### config.mk
export PLATFORM = sky130hd
export DESIGN_NAME = ir_symbol_capture
export DESIGN_NICKNAME = d
export VERILOG_FILES = /design/src/rtl/ir_cap_pkg.sv /design/src/rtl/ir_tick_gen.sv /design/src/rtl/ir_edge_meter.sv /design/src/rtl/ir_sym_fifo.sv /design/src/rtl/ir_symbol_capture.sv
export SDC_FILE = /design/constraint.sdc
export NUM_CORES = 1
export LEC_CHECK = 0
export BUFFER_PORTS_ARGS = -buffer_cell sky130_fd_sc_hd__buf_2
export CAP_MARGIN = 20
export CORE_ASPECT_RATIO = 1.2
export CORE_MARGIN = 8
export CORE_UTILIZATION = 60
export CTS_CLUSTER_DIAMETER = 80
export DETAILED_ROUTE_END_ITERATION = 8
export PLACE_DENSITY_LB_ADDON = 0.3
export SKIP_CTS_REPAIR_TIMING = 1
export SYNTH_ARGS = -nofsm -noshare
export SYNTH_HDL_FRONTEND = slang
export SYNTH_SLANG_ARGS = --single-unit
export TNS_END_PERCENT = 5
### constraint.sdc
create_clock -name clk -period 23.1 [get_ports clk]
set_input_delay 6.93 -clock clk [delete_from_list [all_inputs] [get_ports clk]]
set_output_delay 6.93 -clock clk [all_outputs]
set_load 0.05 [all_outputs]
### src/rtl/ir_cap_pkg.sv
package ir_cap_pkg;
  typedef enum logic [2:0] {
    REG_CTRL     = 3'd0,
    REG_DIV      = 3'd1,
    REG_MAXPER   = 3'd2,
    REG_IRQEN    = 3'd3,
    REG_IRQSTAT  = 3'd4,
    REG_FIFOSTAT = 3'd5,
    REG_PERIOD   = 3'd6,
    REG_MARK     = 3'd7
  } reg_addr_e;

  localparam int IRQ_DATA = 0;
  localparam int IRQ_LAST = 1;
  localparam int IRQ_OVR  = 2;
  localparam int IRQ_FULL = 3;
  localparam int IRQ_NUM  = 4;
  localparam int FSTAT_CNT_LSB = 4;
endpackage

### src/rtl/ir_tick_gen.sv
module ir_tick_gen #(
  parameter int DW = 16
) (
  input  logic          clk,
  input  logic          rst_n,
  input  logic [DW-1:0] div,
  output logic          tick
);
  logic [DW-1:0] cnt;
  logic [DW-1:0] lim;

  function automatic logic [DW-1:0] tick_limit(input logic [DW-1:0] d);
    return (d == '0) ? '0 : d - DW'(1);
  endfunction

  assign lim  = tick_limit(div);
  assign tick = (cnt >= lim);

  always_ff @(posedge clk or negedge rst_n) begin
    if (!rst_n)    cnt <= '0;
    else if (tick) cnt <= '0;
    else           cnt <= cnt + DW'(1);
  end

  // with a stable divider above 1, two ticks never come back to back
  a_r1_tick_gap: assert property (@(posedge clk) disable iff (!rst_n)
    (tick && lim != '0) |=> (!tick || div != $past(div)));
endmodule

### src/rtl/ir_edge_meter.sv
module ir_edge_meter #(
  parameter int CW = 16
) (
  input  logic          clk,
  input  logic          rst_n,
  input  logic          rx_async,
  input  logic          invert,
  input  logic          enable,
  input  logic          tick,
  input  logic [CW-1:0] max_per,
  output logic          sym_valid,
  output logic          sym_last,
  output logic [CW-1:0] sym_period,
  output logic [CW-1:0] sym_mark
);
  logic          sync1, sync2, lvl, prev_lvl;
  logic          active, in_mark;
  logic [CW-1:0] per_cnt, mark_cnt;
  logic          mark_start, timeout_hit;

  function automatic logic [CW-1:0] sat_inc(input logic [CW-1:0] v);
    return (&v) ? v : v + CW'(1);
  endfunction

  always_ff @(posedge clk or negedge rst_n) begin
    if (!rst_n) begin
      sync1 <= 1'b0;
      sync2 <= 1'b0;
    end else begin
      sync1 <= rx_async;
      sync2 <= sync1;
    end
  end

  assign lvl         = sync2 ^ invert;
  assign mark_start  = tick && lvl && !prev_lvl;
  assign timeout_hit = tick && enable && active && !mark_start &&
                       (max_per != '0) && (per_cnt >= max_per);
  assign sym_valid   = tick && enable && active && (mark_start || timeout_hit);
  assign sym_last    = timeout_hit;
  assign sym_period  = per_cnt;
  assign sym_mark    = mark_cnt;

  always_ff @(posedge clk or negedge rst_n) begin
    if (!rst_n) prev_lvl <= 1'b0;
    else if (tick) prev_lvl <= lvl;
  end

  always_ff @(posedge clk or negedge rst_n) begin
    if (!rst_n) begin
      active   <= 1'b0;
      in_mark  <= 1'b0;
      per_cnt  <= '0;
      mark_cnt <= '0;
    end else if (!enable) begin
      active <= 1'b0;
    end else if (tick) begin
      if (mark_start) begin
        active   <= 1'b1;
        in_mark  <= 1'b1;
        per_cnt  <= CW'(1);
        mark_cnt <= CW'(1);
      end else if (active) begin
        if (timeout_hit) begin
          active <= 1'b0;
        end else begin
          per_cnt <= sat_inc(per_cnt);
          if (in_mark && lvl) mark_cnt <= sat_inc(mark_cnt);
          if (!lvl) in_mark <= 1'b0;
        end
      end
    end
  end

  // a mark can never outlast the period it belongs to
  a_r2_mark_within_period: assert property (@(posedge clk) disable iff (!rst_n)
    sym_valid |-> (sym_mark <= sym_period));
  // once capture is off, the next cycle emits no symbol
  a_r4_off_no_symbol: assert property (@(posedge clk) disable iff (!rst_n)
    !enable |=> !sym_valid);
endmodule

### src/rtl/ir_sym_fifo.sv
module ir_sym_fifo #(
  parameter int DW    = 33,
  parameter int DEPTH = 8,
  localparam int AW   = (DEPTH > 1) ? $clog2(DEPTH) : 1,
  localparam int CNTW = $clog2(DEPTH + 1)
) (
  input  logic            clk,
  input  logic            rst_n,
  input  logic            push,
  input  logic [DW-1:0]   din,
  input  logic            pop,
  output logic [DW-1:0]   dout,
  output logic [CNTW-1:0] count,
  output logic            full,
  output logic            empty
);
  logic [DW-1:0] mem [DEPTH];
  logic [AW-1:0] wr_ptr, rd_ptr;
  logic          do_push, do_pop;

  function automatic logic [AW-1:0] ptr_next(input logic [AW-1:0] p);
    return (p == AW'(DEPTH - 1)) ? '0 : p + AW'(1);
  endfunction

  assign full    = (count == CNTW'(DEPTH));
  assign empty   = (count == '0);
  assign do_push = push && !full;
  assign do_pop  = pop && !empty;
  assign dout    = mem[rd_ptr];

  always_ff @(posedge clk) begin
    if (do_push) mem[wr_ptr] <= din;
  end

  always_ff @(posedge clk or negedge rst_n) begin
    if (!rst_n) begin
      wr_ptr <= '0;
      rd_ptr <= '0;
      count  <= '0;
    end else begin
      if (do_push) wr_ptr <= ptr_next(wr_ptr);
      if (do_pop)  rd_ptr <= ptr_next(rd_ptr);
      case ({do_push, do_pop})
        2'b10:   count <= count + CNTW'(1);
        2'b01:   count <= count - CNTW'(1);
        default: count <= count;
      endcase
    end
  end

  // occupancy never exceeds the depth
  a_r6_count_bound: assert property (@(posedge clk) disable iff (!rst_n)
    count <= CNTW'(DEPTH));
  // a full FIFO stays full until something is popped
  a_r6_full_holds: assert property (@(posedge clk) disable iff (!rst_n)
    (full && !pop) |=> full);
endmodule

### src/rtl/ir_symbol_capture.sv
module ir_symbol_capture
  import ir_cap_pkg::*;
#(
  parameter int CW    = 16,
  parameter int DEPTH = 8,
  localparam int FW   = 2 * CW + 1,
  localparam int CNTW = $clog2(DEPTH + 1)
) (
  input  logic          clk,
  input  logic          rst_n,
  input  logic          rx_in,
  input  logic          bus_wr,
  input  logic          bus_rd,
  input  logic [2:0]    bus_addr,
  input  logic [CW-1:0] bus_wdata,
  output logic [CW-1:0] bus_rdata,
  output logic          irq
);
  logic                ctrl_en, ctrl_inv;
  logic [CW-1:0]       div_r, maxper_r;
  logic [IRQ_NUM-1:0]  irq_en, irq_stat, stat_clr;
  logic                st_last, st_ovr;
  logic                tick;
  logic                sym_valid, sym_last;
  logic [CW-1:0]       sym_period, sym_mark;
  logic [FW-1:0]       head;
  logic [CNTW-1:0]     fifo_count;
  logic                fifo_full, fifo_empty, fifo_pop;
  logic                ovr_evt, clr_wr;
  logic                head_last;
  logic [CW-1:0]       head_per, head_mark, fstat;

  ir_tick_gen #(.DW(CW)) u_tick (
    .clk(clk), .rst_n(rst_n), .div(div_r), .tick(tick)
  );

  ir_edge_meter #(.CW(CW)) u_meter (
    .clk(clk), .rst_n(rst_n), .rx_async(rx_in), .invert(ctrl_inv),
    .enable(ctrl_en), .tick(tick), .max_per(maxper_r),
    .sym_valid(sym_valid), .sym_last(sym_last),
    .sym_period(sym_period), .sym_mark(sym_mark)
  );

  ir_sym_fifo #(.DW(FW), .DEPTH(DEPTH)) u_fifo (
    .clk(clk), .rst_n(rst_n), .push(sym_valid),
    .din({sym_last, sym_period, sym_mark}), .pop(fifo_pop),
    .dout(head), .count(fifo_count), .full(fifo_full), .empty(fifo_empty)
  );

  assign fifo_pop  = bus_rd && (bus_addr == REG_MARK);
  assign ovr_evt   = sym_valid && fifo_full;
  assign clr_wr    = bus_wr && (bus_addr == REG_IRQSTAT);
  assign stat_clr  = clr_wr ? bus_wdata[IRQ_NUM-1:0] : '0;
  assign head_last = head[FW-1] && !fifo_empty;
  assign head_per  = fifo_empty ? '0 : head[2*CW-1:CW];
  assign head_mark = fifo_empty ? '0 : head[CW-1:0];

  always_comb begin
    irq_stat           = '0;
    irq_stat[IRQ_DATA] = !fifo_empty;
    irq_stat[IRQ_LAST] = st_last;
    irq_stat[IRQ_OVR]  = st_ovr;
    irq_stat[IRQ_FULL] = fifo_full;
  end

  assign irq = |(irq_stat & irq_en);

  always_ff @(posedge clk or negedge rst_n) begin
    if (!rst_n) begin
      ctrl_en  <= 1'b0;
      ctrl_inv <= 1'b0;
      div_r    <= CW'(1);
      maxper_r <= '0;
      irq_en   <= '0;
      st_last  <= 1'b0;
      st_ovr   <= 1'b0;
    end else begin
      if (bus_wr && bus_addr == REG_CTRL) begin
        ctrl_en  <= bus_wdata[0];
        ctrl_inv <= bus_wdata[1];
      end
      if (bus_wr && bus_addr == REG_DIV)    div_r    <= bus_wdata;
      if (bus_wr && bus_addr == REG_MAXPER) maxper_r <= bus_wdata;
      if (bus_wr && bus_addr == REG_IRQEN)  irq_en   <= bus_wdata[IRQ_NUM-1:0];
      st_last <= sym_last || (st_last && !stat_clr[IRQ_LAST]);
      st_ovr  <= ovr_evt  || (st_ovr  && !stat_clr[IRQ_OVR]);
    end
  end

  always_comb begin
    fstat                         = '0;
    fstat[0]                      = !fifo_empty;
    fstat[1]                      = head_last;
    fstat[FSTAT_CNT_LSB +: CNTW]  = fifo_count;
  end

  always_comb begin
    case (bus_addr)
      REG_CTRL:     bus_rdata = {{(CW-2){1'b0}}, ctrl_inv, ctrl_en};
      REG_DIV:      bus_rdata = div_r;
      REG_MAXPER:   bus_rdata = maxper_r;
      REG_IRQEN:    bus_rdata = {{(CW-IRQ_NUM){1'b0}}, irq_en};
      REG_IRQSTAT:  bus_rdata = {{(CW-IRQ_NUM){1'b0}}, irq_stat};
      REG_FIFOSTAT: bus_rdata = fstat;
      REG_PERIOD:   bus_rdata = head_per;
      default:      bus_rdata = head_mark;
    endcase
  end

  // overrun stays set unless its clear bit is written
  a_r7_ovr_sticky: assert property (@(posedge clk) disable iff (!rst_n)
    (st_ovr && !(clr_wr && bus_wdata[IRQ_OVR])) |=> st_ovr);
  // a timeout close raises the last-symbol status
  a_r5_timeout_flags: assert property (@(posedge clk) disable iff (!rst_n)
    sym_last |=> st_last);
  // a period read never lowers the occupancy
  a_r10_period_read_keeps: assert property (@(posedge clk) disable iff (!rst_n)
    (bus_rd && bus_addr == REG_PERIOD) |=> (fifo_count >= $past(fifo_count)));
endmodule

==> results.md, run 1 <==
- Worst Path Arrival: 9.58 ns
- Via count: 9896
- Core area: 26800 sq um
- Fraction of layout cells with a size suffix above 1: 0.185
- Max-cap check violation count: 0
- Routed WL: 36700 um
- Pin count of the biggest net entering global routing: 58
- LEAKAGE: 6.41 nW
- Setup CP Type: in2out
- First-pass GRT wire length: 57600 um
- Clock tree sinks: 367
- Count leader, synth: edfxtp_1
- Total gr overflow: 0
- Status: complete, no violations
- Layout overhead on the synthesized area: 11.3%
- Clock Root Buffer: clkbuf_16
- Post-synth EDFFs: 264
- Primary FF master, synth: edfxtp_1
- Synth warn: 0
- Num CTS Buffers: 36
- Clk slew on worst S/H paths: 0.06 ns
- Via density: 6.53
- Iter 0 DRT Violations: 983
- Yosys top cell by area: edfxtp_1
- Clk_skew: 0.00978 ns
- Post-route worst setup slack: 6.59 ns
- Hold WS: 0.353 ns
- Num rows: 66
- Crit path max fanout: 14
- HPWL Detailed: 22800 um
- Die X: 166 um
- Fill count: 1809
- Placed Area: 16900 sq um
- Largest cells by area after synthesis: edfxtp_1 (49%), dfrtp_1 (16%), mux4_2 (9.4%), ha_1 (3.4%), o21ai_0 (2.4%)
- Most frequent CP cell: buf_2
- Die footprint: 32600 sq um
- Critical path required time: 16.17 ns
- Total GRT Usage: 0.228
- Critical Path Max Stage Delay: 0.90 ns
- Slew HR: 0.267
- Sequential element share of the synthesized area: 0.647
- Final setup fails: 0
- Final hold violation count: 0
- Share of the synthesized area in the top cell type: 0.489
- CTS max path bufs: 3
- VDD IR-drop max: 80.2 uV
- Min Tclk post-route: 16.51 ns
- Area of the multi-input gates: 5480 sq um
- Final Cycle Share: 0.715
- Post-Syn Nets: 1162
- I/O pin cnt: 41
- Crit-path cells: buf_2 > nor2b_1 > nand2_1 > o221ai_1 > buf_2
- Async S/R FF share, synth: 0.281
- Antenna Violating Nets Remaining: 0
- Startpoint Class: primary input
- Fmax achieved: 0.0606 GHz
- Die Span Y: 196 um
- RR Startpoint: div_r[7]$_DFFE_PN0P_
- Drt pass-1 iters: 5
- Worst setup EP type: output pin
- H-tree Lvls: 2
- Register Area: 10500 sq um
- DRC: 0
- CTS tree: built
- Initial Utilization: 0.605
- Slowest cell on the critical path: nor2b_1
- Wire per inst: 24.2 um
- Mean Syn Cell Area: 14.8 sq um
- Worst Hold Launch: u_meter.sync1$_DFF_PN0_
- Final instance area: 18100 sq um
- Worst-margin pin slew: 1.10 ns
- Post-route setup TNS: 0 ns
- Vias in the first global route: 9971
- Max Slew Vio Count: 0
- HP Class: reg2reg
- Clk Latency, worst-skew pair: 0.52 ns
- Diodes inserted: 0
- RSZ-0062 raised after global routing: no
- Initial antenna violation count: 0
- Post-synthesis cell count: 1093
- Seq cells post-synth: 367
- IO Port Bufs: 40
- Gpl congestion: 0.921
- Post-synth top cells: edfxtp_1 (264), dfrtp_1 (102), nand2_1 (83)
- Worst setup path startpoint: bus_addr[1]
- PD cells: 101 nW/um^2
- Library cells used by synthesis: 59
- Nets: 1217
- DP Worst Slack: 6.76 ns
- Netlist Area Pre-Place: 16200 sq um
[registers in the layout, indices dropped and copies added (netlist names)]
register and flops:
st_last 1, ctrl_en 1, u_meter.sym_mark 16, u_meter.in_mark 1, st_ovr 1, u_fifo.mem 264, maxper_r 16, u_fifo.rd_ptr 3
u_fifo.wr_ptr 3, u_meter.active 1, irq_en 4, u_fifo.count 4, ctrl_inv 1, u_meter.prev_lvl 1, u_meter.sym_period 16, u_tick.cnt 16
div_r 16, u_meter.sync1 1, u_meter.sync2 1
[worst paths after layout]
kind,endpoint,slack [ns],cells past startpoint
setup / recovery,bus_rdata[6],6.59,5
hold / removal,u_meter.sync2$_DFF_PN0_,0.35,0
setup reg to reg,u_fifo.count[3]$_DFFE_PN0P_,17.18,20
hold reg to reg,u_meter.sync2$_DFF_PN0_,0.35,0
max in group asynchronous,u_meter.sym_mark[0]$_DFFE_PN0P_,15.47,2
min in group asynchronous,u_tick.cnt[13]$_DFF_PN0_,6.42,1
[cell usage in the layout, fill, tap and decap left out, types with 5 or more instances in the layout]
| cell | n |
|---|---|
| xnor2_1 | 12 |
| nand2_1 | 83 |
| a22oi_1 | 16 |
| buf_4 | 17 |
| o21ai_0 | 77 |
| clkbuf_16 | 38 |
| and3_1 | 9 |
| nand2b_1 | 13 |
| edfxtp_1 | 264 |
| and2_1 | 8 |
| inv_1 | 33 |
| o221ai_1 | 6 |
| nand3_1 | 24 |
| a31oi_1 | 6 |
| clkinv_2 | 9 |
| clkbuf_1 | 7 |
| or3_1 | 5 |
| mux2i_1 | 33 |
| o22a_1 | 9 |
| clkinv_1 | 6 |
| o211ai_1 | 5 |
| ha_1 | 44 |
| o31ai_1 | 18 |
| nor4_1 | 11 |
| a21oi_1 | 31 |
| buf_2 | 39 |
| nand4_1 | 12 |
| mux2_2 | 23 |
| xor2_1 | 16 |
| mux4_2 | 68 |
| dfrtp_1 | 99 |
| nor3_1 | 15 |
| a21o_1 | 5 |
| nor2_1 | 55 |
[logic make-up after synthesis]
family	count (synthesis)	share of synthesized area
flip-flops	367	0.647
buffers and inverters	74	0.0177
XOR/XNOR	28	0.0151
multiplexers	124	0.131
AND/OR/NAND/NOR	256	0.0758
adder cells (fa/ha/maj)	45	0.0352
AO/OA/AOI/OAI	199	0.0781
[worst max-delay path, delay by kind of cell]
| family | cells | cell delay (ns) |
|---|---|---|
| compound gates | 1 | 0.50 |
| buf+inv | 2 | 0.57 |
| simple gates | 2 | 1.55 |
[report_power, final]
group	switching (W)	total [W]	internal [W]	leakage, nW
Clock	0.000240	0.000568	0.000327	0.564
Combinational	0.000241	0.000439	0.000198	2.20
Sequential	0.0000729	0.000809	0.000736	3.64
Total	0.000554	0.00182	0.00126	6.41
[stage by stage]
| step | total power, W | std cells | utilization |
|---|---|---|---|
| 6_report | 0.00182 | 1516 | 0.673 |
| 5_1_grt | 0.00190 | 1516 | 0.673 |
| 4_1_cts | 0.00183 | 1514 | 0.671 |
| 3_5_place_dp | 0.00126 | 1448 | 0.628 |
| 3_3_place_gp | 0.00126 | 1448 | 0.628 |
| 2_1_floorplan | 0.00113 | 1093 | - |
[per-layer routing]
metal / GRT usage / wire length (um)
met4: 0.0840 / 1150
met1: 0.293 / 14800
met5: 0 / 0
met2: 0.383 / 18200
met3: 0.0458 / 2530
[final cells by class]
type                            count  share of cell area
Tap cell                          340              0.0236
Inverter                           33             0.00686
Sequential cell                   367               0.582
Multi-Input combinational cell    652               0.303
Clock buffer                       46              0.0549
Timing Repair Buffer               58              0.0205
Clock inverter                     20             0.00880
Power figures use the tool's default switching activity.
==> run 2, diff against run 1 <==
--- a/config.mk
+++ b/config.mk
@@ -9,7 +9,7 @@
 export CAP_MARGIN = 20
 export CORE_ASPECT_RATIO = 1.2
 export CORE_MARGIN = 8
-export CORE_UTILIZATION = 60
+export CORE_UTILIZATION = 56
 export CTS_CLUSTER_DIAMETER = 80
 export DETAILED_ROUTE_END_ITERATION = 8
 export PLACE_DENSITY_LB_ADDON = 0.3
==> constraint.sdc (replaced) <==
create_clock -name clk -period 13.4 [get_ports clk]
set_input_delay 4.02 -clock clk [delete_from_list [all_inputs] [get_ports clk]]
set_output_delay 4.02 -clock clk [all_outputs]
set_load 0.05 [all_outputs]
==> run 2 against run 1 <==
Against the previous run: total power rose by 76%; utilization decreased by 3.9 points; via count down 2.5%; critical path type unchanged; non-clock buffer count is 3 lower.
==> results.md, run 2 (synthesis gave the netlist of run 1 again) <==
- LEAKAGE: 6.55 nW (+2.2%)
- First-pass GRT wire length: 56400 um (-2.1%)
- Diodes inserted: 0 (unchanged)
- PD cells: 176 nW/um^2 (+75%)
- Crit path max fanout: 16 (+2)
- Commonest non-fill, non-tap cells in the layout: edfxtp_1 (264), dfrtp_1 (99), nand2_1 (83), o21ai_0 (77), mux4_2 (68)
- Register Area: 10500 sq um (unchanged)
- Post-Place Cells: 1491 (+3.0%)
- Max-cap check violation count: 0 (unchanged)
- Initial antenna violation count: 0 (unchanged)
- Final std cells w/o fill: 1560 (+2.9%)
- Routed WL: 35900 um (-2.1%)
- Post-route worst setup slack: 3.24 ns (-3.35 ns)
- Via count: 9653 (-2.5%)
- Largest Register: u_fifo.mem
- Final hold violation count: 0 (unchanged)
- Die X: 171 um (+3.2%)
- Post-route setup TNS: 0 ns (unchanged)
- Final setup fails: 0 (unchanged)
- Worst-margin pin slew: 1.13 ns (+0.0320 ns)
- Iter 0 DRT Violations: 995 (+1.2%)
- Layout overhead on the synthesized area: 12.0%
- I/O pin cnt: 41 (unchanged)
- Slew HR: 0.248 (-0.0199)
- Fraction of layout cells with a size suffix above 1: 0.190 (+0.00526)
- FF-to-FF setup slack: 7.37 ns (-9.81 ns)
- Vias in the first global route: 9719 (-2.5%)
- Status: complete, no violations
- Wire per inst: 23.0 um (-4.9%)
- Clock tree sinks: 367 (unchanged)
- CTS max path bufs: 3 (unchanged)
- Worst Path Arrival: 6.14 ns (-3.44 ns)
- Fill count: 2102 (+16%)
- Final Cycle Share: 0.758
- Hold WS: 0.352 ns (-0.00172 ns)
- DP Worst Slack: 2.79 ns (-3.97 ns)
- Min Tclk post-route: 10.16 ns
- Worst setup EP type: output pin
- Nets: 1215 (-0.16%)
- H-tree Lvls: 2 (unchanged)
- Max Slew Vio Count: 0 (unchanged)
- Setup CP Type: in2out
- Clock Root Buffer: clkbuf_16
- Clk_skew: 0.0197 ns (+0.00996 ns)
- RSZ-0062 raised after global routing: no
- Commonest non-fill, non-tap cell in the layout: edfxtp_1
- Clk Latency, worst-skew pair: 0.53 ns (about the same)
- CTS tree: built
- Startpoint Class: primary input
- Drt pass-1 iters: 5 (unchanged)
- Num CTS Buffers: 37 (+2.8%)
- DRC: 0 (unchanged)
- Total GRT Usage: 0.211 (-0.0170)
- VDD IR-drop max: 114 uV (+42%)
- HP Class: reg2reg
- Max reg flops: 264 (unchanged)
- Num rows: 68 (+3.0%)
- Critical path required time: 9.38 ns (-6.79 ns)
- Total gr overflow: 0 (unchanged)
- Die Span Y: 202 um (+3.2%)
- Area of the multi-input gates: 5480 sq um (about the same)
- Via density: 6.19 (-5.2%)
- Core area: 28700 sq um (+6.8%)
- Fmax achieved: 0.0985 GHz
- Die footprint: 34700 sq um (+6.5%)
- HPWL Detailed: 22500 um (-1.6%)
- Clk slew on worst S/H paths: 0.06 ns (about the same)
- Initial Utilization: 0.566 (-0.0387)
- Pin count of the biggest net entering global routing: 62 (+6.9%)
- IO Port Bufs: 40 (unchanged)
- Gpl congestion: 0.898 (-2.6%)
- Antenna Violating Nets Remaining: 0 (unchanged)
[run 2: worst max-delay path, cell delays in order]
cell	delay (ns)
buf_2	0.31
and2_1	0.28
nand3_1	0.59
o221ai_1	0.59
buf_2	0.35
[run 2: layout make-up]
type,count,area share
Sequential cell,367,0.578
Tap cell,385,0.0265
Timing Repair Buffer,55,0.0173
Clock inverter,17,0.00936
Clock buffer,51,0.0600
Inverter,33,0.00681
Multi-Input combinational cell,652,0.302
[run 2: report_power, final]
part	total, W	internal [W]	switching (W)
sequential	0.00139	0.00127	0.000122
combinational	0.000746	0.000338	0.000408
clock	0.00106	0.000630	0.000427
total	0.00319	0.00224	0.000957
[run 2: path summary, 6_finish.rpt]
check	startpoint	end	cells after the start
hold / removal	u_meter.sync1$_DFF_PN0_	u_meter.sync2$_DFF_PN0_	0
max in group asynchronous	rst_n	u_meter.sym_mark[0]$_DFFE_PN0P_	2
min in group asynchronous	rst_n	u_tick.cnt[2]$_DFF_PN0_	1
hold reg to reg	u_meter.sync1$_DFF_PN0_	u_meter.sync2$_DFF_PN0_	0
setup / recovery	bus_addr[2]	bus_rdata[5]	5
setup reg to reg	div_r[7]$_DFFE_PN0P_	u_fifo.count[3]$_DFFE_PN0P_	20
[run 2: routing by layer]
metal / global-route usage / part of all wire
met5: 0 / 0
met4: 0.0625 / 0.023
met3: 0.0276 / 0.048
met2: 0.351 / 0.50
met1: 0.288 / 0.43
[run 2: stage by stage]
stage,total power [W],util,area [sq um]
finish,0.00319,0.634,18200
CTS,0.00322,0.634,18200
global route,0.00333,0.634,18200
global placement,0.00216,0.590,16900
detailed placement,0.00217,0.590,16900
floorplan,0.00194,-,16200
==> run 3, diff against run 2 <==
--- a/config.mk
+++ b/config.mk
@@ -5,11 +5,12 @@
 export SDC_FILE = /design/constraint.sdc
 export NUM_CORES = 1
 export LEC_CHECK = 0
+export ABC_AREA = 1
 export BUFFER_PORTS_ARGS = -buffer_cell sky130_fd_sc_hd__buf_2
 export CAP_MARGIN = 20
 export CORE_ASPECT_RATIO = 1.2
 export CORE_MARGIN = 8
-export CORE_UTILIZATION = 56
+export CORE_UTILIZATION = 60
 export CTS_CLUSTER_DIAMETER = 80
 export DETAILED_ROUTE_END_ITERATION = 8
 export PLACE_DENSITY_LB_ADDON = 0.3
==> constraint.sdc (replaced) <==
create_clock -name clk -period 10.56 [get_ports clk]
set_input_delay 3.168 -clock clk [delete_from_list [all_inputs] [get_ports clk]]
set_output_delay 3.168 -clock clk [all_outputs]
set_load 0.05 [all_outputs]
==> run 3 against run 2 <==
Against the previous run: synthesized cell count is 54% higher; non-clock buffer count is 3 higher; critical path depth is 2 higher; clock skew is 0.0040 ns higher; sequential power is 24% higher; flip-flop and latch count stayed put; hold slack better by 0.030 ns; sequential share of layout area is 2.3 points lower; global-route usage is 4.3 points higher; count of clock-buffer cells in the layout stayed put; die area is 0.93% lower.
==> results.md, run 3 <==
- FF-to-FF setup slack: 4.52 ns (-2.85 ns)
- RSZ-0062 raised after global routing: no
- Post-route setup TNS: 0 ns (unchanged)
- Yosys top cell by area: edfxtp_1
- Die Span Y: 202 um (-0.47%)
- Fmax achieved: 0.123 GHz
- Worst setup EP type: output pin
- Clk pwr share: 0.312 (-0.019)
- Worst Hold Launch: u_meter.sync1$_DFF_PN0_
- Final setup fails: 0 (unchanged)
- Crit path max fanout: 12 (-4)
- Netlist Area Pre-Place: 17200 sq um (+6.1%)
- Synth warn: 0 (unchanged)
- Vias in the first global route: 12200 (+26%)
- Combinational share of power: 0.261 (+0.027)
- CTS max path bufs: 3 (unchanged)
- Seq cells post-synth: 367 (unchanged)
- Drt pass-1 iters: 5 (unchanged)
- HPWL Detailed: 26800 um (+19%)
- Worst-margin pin slew: 0.946 ns (-0.183 ns)
- Clock Root Buffer: clkbuf_16
- Min Tclk post-route: 8.13 ns
- CP endpoint: bus_rdata[2]
- Total gr overflow: 0 (unchanged)
- Post-Syn Nets: 1757 (+51%)
- Commonest non-fill, non-tap cells in the layout: nand2_1 (291), edfxtp_1 (264), nor2_1 (201), o21ai_0 (191), inv_1 (171)
- Max reg flops: 264 (unchanged)
- CTS tree: built
- Worst Path Arrival: 4.97 ns (-1.17 ns)
- Nets: 1775 (+46%)
- Hold WS: 0.382 ns (+0.0303 ns)
- LEAKAGE: 7.34 nW (+12%)
- Stages on worst setup path: 7 (+2)
- Setup CP Type: in2out
- Diodes inserted: 0 (unchanged)
- Fill count: 2109 (+0.33%)
- Critical Path Max Stage Delay: 0.41 ns (-0.18 ns)
- RR Endpoint: u_fifo.count[3]$_DFFE_PN0P_
- Worst path top cell family by delay: buffers and inverters
- Async S/R FF share, synth: 0.281 (unchanged)
- Num rows: 68 (unchanged)
- Antenna Violating Nets Remaining: 0 (unchanged)
- Wire per inst: 20.7 um (-10%)
- H-tree Lvls: 2 (unchanged)
- Pin count of the biggest net entering global routing: 78 (+26%)
- Worst Hold Path Cells: 0 (unchanged)
- Die footprint: 34400 sq um (-0.93%)
- Clk_skew: 0.0237 ns (+0.00401 ns)
- Num CTS Buffers: 37 (unchanged)
- IO Port Bufs: 40 (unchanged)
- Share of the synthesized area in the top cell type: 0.461 (-0.0279)
- Initial antenna violation count: 0 (unchanged)
- I/O pin cnt: 41 (unchanged)
- VDD IR-drop max: 256 uV (+130%)
- Clk slew on worst S/H paths: 0.06 ns (about the same)
- HP Class: reg2reg
- Sequential element share of the synthesized area: 0.610 (-0.0370)
- DRC: 0 (unchanged)
- Startpoint Class: primary input
- Status: complete, no violations
- Max Slew Vio Count: 0 (unchanged)
- Mean Syn Cell Area: 10.2 sq um (-31%)
- Reg power frac: 0.427 (-0.009)
- Critical path required time: 7.39 ns (-1.99 ns)
- Internal power: 0.00260 W (+16%)
- Post-synth top cells: nand2_1 (291), edfxtp_1 (264), nor2_1 (209)
- Die X: 171 um (-0.46%)
- Sw Share: 0.355 (+0.0559)
- RR Startpoint: div_r[7]$_DFFE_PN0P_
- Placed Area: 17800 sq um (+5.1%)
- Fraction of layout cells with a size suffix above 1: 0.0837 (-0.106)
- Worst setup path startpoint: bus_addr[2]
- Commonest non-fill, non-tap cell in the layout: nand2_1
- Clk Latency, worst-skew pair: 0.55 ns (+0.02 ns)
- Sw power: 0.00144 W (+50%)
- Via density: 6.11 (-1.3%)
- Post-synth EDFFs: 264 (unchanged)
- Core area: 28500 sq um (-0.59%)
- Routed WL: 43900 um (+22%)
- PD cells: 213 nW/um^2 (+21%)
- Post-synthesis cell count: 1688 (+54%)
- Tot Pwr: 0.00404 W (+27%)
- Count leader, synth: nand2_1
- Slew HR: 0.368 (+0.120)
- Clock tree sinks: 367 (unchanged)
- Via count: 12900 (+34%)
- Library cells used by synthesis: 45 (-24%)
- Final instance area: 18900 sq um (+4.2%)
- Primary FF master, synth: edfxtp_1
- Reg2Reg Depth: 28 (+40%)
- Iter 0 DRT Violations: 1385 (+39%)
- Crit-path cells: buf_2 > nor2_1 > nand2_1 > inv_1 > a221oi_1 > nand4_1 > buf_2
- First-pass GRT wire length: 68200 um (+21%)
- Most frequent CP cell: buf_2
- Initial Utilization: 0.604 (+0.0379)
- Final hold violation count: 0 (unchanged)
- Max-cap check violation count: 0 (unchanged)
- Layout overhead on the synthesized area: 10.0%
- Final Cycle Share: 0.770
- Slowest cell on the critical path: nand2_1
- Total GRT Usage: 0.254 (+0.0428)
- Largest cells by area after synthesis: edfxtp_1 (46%), dfrtp_1 (15%), nand2_1 (6.3%), o21ai_0 (5.6%), nor2_1 (4.6%)
- CP Buf/Inv Count: 3 (+1)
- Gpl congestion: 0.965 (+7.5%)
- Largest Register: u_fifo.mem
run 3: changes by cell type in the layout (fill, tap and decap cells not counted), moves of 16 or more:
cell,previous run,this run
a22oi_1,16,0
o211ai_1,5,21
mux4_2,68,0
o22ai_1,1,27
nand4_1,12,61
nand3_1,24,50
o21ai_0,77,191
mux2i_1,33,0
mux2_2,23,0
inv_1,33,171
nand2_1,83,291
o221ai_1,6,44
o31ai_1,18,1
nor2_1,54,201
run 3: worst min-delay path by stage:
stage                                   end  slack, ns
CTS                 u_meter.sync2$_DFF_PN0_       0.40
global route        u_meter.sync2$_DFF_PN0_       0.40
detailed placement  u_meter.sync2$_DFF_PN0_       0.39
global placement    u_meter.sync2$_DFF_PN0_       0.39
finish              u_meter.sync2$_DFF_PN0_       0.38
floorplan           u_meter.sync2$_DFF_PN0_       0.33
run 3: cell families after synthesis:
group | synth area share
AOI/OAI and AO/OA | 0.117
xor gates and xnor gates | 0.0183
adders and majority gates | 0.0331
buffers and inverters | 0.0582
DFF | 0.610
and+or+nand+nor | 0.163
run 3: cell type report:
type                            instances  area, sq um  area share
Multi-Input combinational cell       1065         5760       0.304
Timing Repair Buffer                   58          350      0.0185
Tap cell                              385          482      0.0254
Clock buffer                           51         1030      0.0543
Sequential cell                       367        10500       0.555
Clock inverter                         15          131     0.00694
Inverter                              177          666      0.0352
run 3: metal layers:
metal / global-route usage / up-vias / wire [um] / share of wire
met5: 0 / - / 0 / 0
met1: 0.329 / 6241 / 17100 / 0.39
met3: 0.0402 / 133 / 3550 / 0.081
met2: 0.417 / 628 / 21300 / 0.49
li1: - / 5934 / - / -
met4: 0.111 / 0 / 1900 / 0.043
run 3: through the flow:
stage	util	std cells	setup WS [ns]
after floorplan	-	1688	2.76
after global placement	0.624	2052	2.48
after detailed placement	0.624	2052	2.48
after CTS	0.664	2118	2.48
after global routing	0.664	2118	2.38
final	0.664	2118	2.43
run 3: power groups by stage:
stage                     Clock [W]  Sequential (W)  Combinational (W)
after detailed placement          0         0.00175            0.00104
final                       0.00126         0.00173            0.00106
after CTS                   0.00127         0.00172            0.00105
after floorplan                   0         0.00169           0.000753
after global routing        0.00132         0.00174            0.00116
after global placement            0         0.00175            0.00101
